==> src/rtl/duo_pred_pkg.sv <==
package duo_pred_pkg;

  typedef logic [1:0] ctr2_t;

  localparam ctr2_t CTR_WEAK_LOW = 2'b01;

  // Saturating 2-bit step: up moves toward 11, otherwise toward 00.
  function automatic ctr2_t ctr_step(ctr2_t cur, logic up);
    ctr2_t nxt;
    if (up) nxt = (cur == 2'b11) ? cur : cur + 2'b01;
    else    nxt = (cur == 2'b00) ? cur : cur - 2'b01;
    return nxt;
  endfunction

  // Decision bit of a counter.
  function automatic logic ctr_says(ctr2_t cur);
    return cur[1];
  endfunction

endpackage

==> src/rtl/duo_ctr_table.sv <==
module duo_ctr_table
  import duo_pred_pkg::*;
#(
  parameter int IDX_W = 4,
  parameter ctr2_t RST_VAL = CTR_WEAK_LOW
) (
  input  logic             clk,
  input  logic             rst_n,
  input  logic [IDX_W-1:0] rd_idx,
  output ctr2_t            rd_q,
  input  logic             wr_en,
  input  logic [IDX_W-1:0] wr_idx,
  input  logic             wr_up,
  output ctr2_t            wr_cur
);

  localparam int DEPTH = 1 << IDX_W;

  ctr2_t mem [DEPTH];

  for (genvar e = 0; e < DEPTH; e++) begin : g_ent
    always_ff @(posedge clk) begin
      if (!rst_n) begin
        mem[e] <= RST_VAL;
      end else if (wr_en && (wr_idx == IDX_W'(e))) begin
        mem[e] <= ctr_step(mem[e], wr_up);
      end
    end
  end

  assign rd_q   = mem[rd_idx];
  assign wr_cur = mem[wr_idx];

endmodule

==> src/rtl/duo_ghist_reg.sv <==
module duo_ghist_reg #(
  parameter int HIST_W = 2
) (
  input  logic              clk,
  input  logic              rst_n,
  input  logic              shift_en,
  input  logic              bit_in,
  output logic [HIST_W-1:0] hist_q
);

  logic [HIST_W:0] widened;

  assign widened = {hist_q, bit_in};

  always_ff @(posedge clk) begin
    if (!rst_n) begin
      hist_q <= '0;
    end else if (shift_en) begin
      hist_q <= widened[HIST_W-1:0];
    end
  end

endmodule

==> src/rtl/duo_pred_chooser.sv <==
module duo_pred_chooser
  import duo_pred_pkg::*;
#(
  parameter int PC_W      = 12,
  parameter int BIM_IDX_W = 4,
  parameter int SEL_IDX_W = 4,
  parameter int HIST_W    = 2,
  parameter int GPC_W     = 3
) (
  input  logic            clk,
  input  logic            rst_n,
  input  logic [PC_W-1:0] lk_pc,
  output logic            lk_taken,
  output logic            lk_pred_bim,
  output logic            lk_pred_glob,
  output logic            lk_use_glob,
  input  logic            upd_valid,
  input  logic [PC_W-1:0] upd_pc,
  input  logic            upd_taken,
  input  logic            upd_pred_bim,
  input  logic            upd_pred_glob
);

  localparam int GLB_IDX_W = HIST_W + GPC_W;

  // Internal events, named for the checker.
  logic [HIST_W-1:0]    hist_q;
  logic [GLB_IDX_W-1:0] glb_lk_idx;
  logic [GLB_IDX_W-1:0] glb_upd_idx;
  ctr2_t                bim_rd, glb_rd, sel_rd;
  ctr2_t                bim_at_upd, glb_at_upd, sel_at_upd;
  logic                 bim_ok, glb_ok;
  logic                 sel_move;
  logic                 sel_toward_glob;
  logic                 unused_pc_bits;

  assign unused_pc_bits = ^{lk_pc, upd_pc};

  assign glb_lk_idx  = {hist_q, lk_pc[GPC_W-1:0]};
  assign glb_upd_idx = {hist_q, upd_pc[GPC_W-1:0]};

  // Selector decision from captured component predictions only.
  assign bim_ok          = (upd_pred_bim  == upd_taken);
  assign glb_ok          = (upd_pred_glob == upd_taken);
  assign sel_move        = upd_valid && (bim_ok != glb_ok);
  assign sel_toward_glob = glb_ok;

  duo_ctr_table #(.IDX_W(BIM_IDX_W), .RST_VAL(CTR_WEAK_LOW)) u_bim (
    .clk    (clk),
    .rst_n  (rst_n),
    .rd_idx (lk_pc[BIM_IDX_W-1:0]),
    .rd_q   (bim_rd),
    .wr_en  (upd_valid),
    .wr_idx (upd_pc[BIM_IDX_W-1:0]),
    .wr_up  (upd_taken),
    .wr_cur (bim_at_upd)
  );

  duo_ctr_table #(.IDX_W(GLB_IDX_W), .RST_VAL(CTR_WEAK_LOW)) u_glb (
    .clk    (clk),
    .rst_n  (rst_n),
    .rd_idx (glb_lk_idx),
    .rd_q   (glb_rd),
    .wr_en  (upd_valid),
    .wr_idx (glb_upd_idx),
    .wr_up  (upd_taken),
    .wr_cur (glb_at_upd)
  );

  duo_ctr_table #(.IDX_W(SEL_IDX_W), .RST_VAL(CTR_WEAK_LOW)) u_sel (
    .clk    (clk),
    .rst_n  (rst_n),
    .rd_idx (lk_pc[SEL_IDX_W-1:0]),
    .rd_q   (sel_rd),
    .wr_en  (sel_move),
    .wr_idx (upd_pc[SEL_IDX_W-1:0]),
    .wr_up  (sel_toward_glob),
    .wr_cur (sel_at_upd)
  );

  duo_ghist_reg #(.HIST_W(HIST_W)) u_hist (
    .clk      (clk),
    .rst_n    (rst_n),
    .shift_en (upd_valid),
    .bit_in   (upd_taken),
    .hist_q   (hist_q)
  );

  assign lk_pred_bim  = ctr_says(bim_rd);
  assign lk_pred_glob = ctr_says(glb_rd);
  assign lk_use_glob  = ctr_says(sel_rd);
  assign lk_taken     = lk_use_glob ? lk_pred_glob : lk_pred_bim;

endmodule

==> config.mk <==
export PLATFORM = sky130hd
export DESIGN_NAME = duo_pred_chooser
export DESIGN_NICKNAME = d
export VERILOG_FILES = /design/src/rtl/duo_pred_pkg.sv /design/src/rtl/duo_ctr_table.sv /design/src/rtl/duo_ghist_reg.sv /design/src/rtl/duo_pred_chooser.sv
export SDC_FILE = /design/constraint.sdc
export NUM_CORES = 1
export LEC_CHECK = 0
export CAP_MARGIN = 20
export CORE_ASPECT_RATIO = 0.6
export CORE_UTILIZATION = 25
export DETAILED_ROUTE_END_ITERATION = 8
export PLACE_DENSITY = 0.37
export SKIP_CTS_REPAIR_TIMING = 1
export SYNTH_ARGS = -nofsm -noshare
export SYNTH_HDL_FRONTEND = slang
export SYNTH_SLANG_ARGS = --single-unit
==> constraint.sdc <==
create_clock -name clk -period 9.2 [get_ports clk]
set_input_delay 2.76 -clock clk [delete_from_list [all_inputs] [get_ports clk]]
set_output_delay 2.76 -clock clk [all_outputs]
set_load 0.03 [all_outputs]
==> flow_summary.ini <==
[outcome]
status = finished, final reports clean

[finish]
area_growth_pct = 14.3
n_fill_cell = 3183
diodes = 0
finalNonFillerCells = 1200
drive_gt1_share_pct = 7.40
fin_nets = 801

[floorplan]
rows = 50
core-area_mm2 = 0.0317
die_y_um = 142
dieArea_mm2 = 0.0336
start_util_pct = 25.9
io_pins = 34
die_x_um = 236

[clock_network]
htree_levels = 4
cts_buffers = 17
cts-root-buf = clkbuf_16
cts_tree = done
clkSinkCount = 130
clk_pin_slew_ns = 0.05
clock_path_buffers = 2
worstSkewPairLatency_ns = 0.44

[pwr]
p_int_mw = 1.23
switchingPower_mw = 0.405
max-vdd-ir-drop_mv = 0.0888
pwr-share-clk_pct = 46.3
p_seq_share_pct = 42.0
combPwrFrac_pct = 11.7
swShare_pct = 24.8
power_density_mw_per_mm2 = 174
leakagePower_nw = 2.93

[hold_path]
whs_path_depth = 1
hold_end = u_sel.mem[15][0]
min-delay-start = u_sel.mem[15][0]
hold_class = reg2reg

[grt]
overflow = 0
grt_max_degree = 78
grt_usage_pct = 15.5
grt_pass1_wl_um = 38800
antenna_found_initial = 0
first_global_vias = 6421

[timing]
min_period_ns = 8.29
tns_ns = 0
max_freq_ghz = 0.121
tightest_slew_ns = 0.940
setup_viol = 0
finalHoldViolations = 0
slew_headroom_pct = 37.3
rsz0062_at_grt = false
slew_viol_final = 0
min_period_over_period_pct = 90.1
finClkSkew_ns = 0.00731

[setup_path]
critical_path.max_fanout = 8
cp_num_cells = 7
path_buf_inv = 3
r2r_slack_ns = 6.66
cp.arrival_ns = 5.53
reg2reg_from = u_hist.hist_q[0]
cpPeakStageDelay_ns = 0.63
critPathTopFamily = buffers and inverters
endpoint_kind = output port
cp_cell_sequence = clkdlybuf4s50_1 -> buf_4 -> mux4_2 -> mux4_2 -> nor2_1 -> a41oi_2 -> clkdlybuf4s50_1
cp-start-kind = primary input
cpMaxStageDelayCell = clkdlybuf4s50_1
criticalPathCategory = in2out
worst-r2r-cell-count = 3
rr_endpoint = u_glb.mem[13][1]
cp.required_ns = 6.44

[yosys]
synth_commonest_cells = 128 x edfxtp_1, 96 x xnor2_1, 95 x and3_1
ys.flop_type = edfxtp_1
ys_warn_count = 0
synth_most_common_cell = edfxtp_1
syn_inst = 782
ys_ff_latch = 130
synth-seq-area-share_pct = 47.3
yosys-top-cells-area = edfxtp_1 47%, xnor2_1 10%, and3_1 7.2%
synth_edf_count = 128
synth_area_mm2 = 0.00822
syn_nets = 812
synth_cell_types = 32
synth_top_area_share_pct = 46.8
syn_avg_cell_area_um2 = 10.5
synth_top_area_cell = edfxtp_1
async_flop_share_pct = 0

[job]
cap_violations = 0

[placement]
portBuffers = 17
hpwl_um = 17500
globalplace.congestion = 0.793
dp.cells = 1168

[detailed_routing]
drtIter0Drc = 754
ant_nets = 0
wl_met3_um = 1800
viasPerCell = 5.46
wl_per_cell_um = 21.1
first_pass_iters = 5
wirelength_um = 25300
met1_length_um = 12700
highest_layer = met4
drc = 0
vias = 6556
wl_met2_um = 10600
## power groups by stage
stage	sequential [mW]	combinational, mW	clock, mW
floorplan	0.687	0.136	0
global placement	0.698	0.183	0
detailed placement	0.698	0.190	0
CTS	0.686	0.191	0.771
global route	0.688	0.206	0.796
finish	0.686	0.191	0.756
## state kept, by name, summed over array words and instances (netlist names)
signal	cells
u_glb.mem	64
u_sel.mem	32
u_bim.mem	32
u_hist.hist_q	2
## through the flow
step	power (mW)	setup slack, ns	util [%]	cell area [µm²]	hold slack (ns)
finish	1.63	0.910	29.6	9390	0.619
global route	1.69	0.794	29.6	9390	0.638
floorplan	0.823	2.04	-	8220	0.578
CTS	1.65	0.887	29.6	9390	0.621
detailed placement	0.888	0.895	27.6	8750	0.608
global placement	0.881	0.924	27.6	8750	0.595
## final cells by class
class	count	area, µm²	area share [%]
clock buffers	21	460	4.90
clock inverters	11	183	1.95
inverters	2	7.51	0.0799
multi-input cells	591	4090	43.5
flip-flops and latches	130	3880	41.4
well taps	416	520	5.54
repair buffers	29	250	2.66
## how the worst max path moves through the flow
stage / startpoint / endpoint / slack (ns)
6_report: lk_pc[0] / lk_taken / 0.91
5_1_grt: lk_pc[0] / lk_taken / 0.79
4_1_cts: lk_pc[0] / lk_taken / 0.89
3_5_place_dp: lk_pc[0] / lk_taken / 0.90
3_3_place_gp: lk_pc[0] / lk_taken / 0.92
2_1_floorplan: lk_pc[1] / lk_taken / 2.04
## layout by cell type (no fill, tap or decap), types with 17 or more instances in the layout
master / synthesis / layout
nor2_1: 28 / 28
nand2_1: 31 / 31
nor3_1: 84 / 84
xor2_1: 34 / 34
o31ai_1: 20 / 20
nand3_1: 75 / 75
o41ai_1: 44 / 44
mux2i_1: 18 / 18
edfxtp_1: 128 / 128
xnor2_1: 96 / 94
clkbuf_16: 0 / 17
and3_1: 95 / 95
## layer usage
| layer | vias up | GRT usage [%] |
|---|---|---|
| li1 | 2968 | - |
| met1 | 3336 | 22.9 |
| met2 | 226 | 22.0 |
| met3 | 26 | 3.76 |
| met4 | 0 | 4.47 |
| met5 | - | 0 |
## worst reg2reg max path, delay by kind of cell, from the launching register on
family / cells / cell delay, ns
AOI/OAI and AO/OA: 1 / 0.64
and+or+nand+nor: 2 / 0.96
DFF: 1 / 0.58
## kinds of logic after synthesis
family	synth area share (%)
simple gates	23.1
xor+xnor	13.9
flops	47.3
compound gates	7.57
buf+inv	3.18
mux	5.03
(Power assumes the default switching activity.)
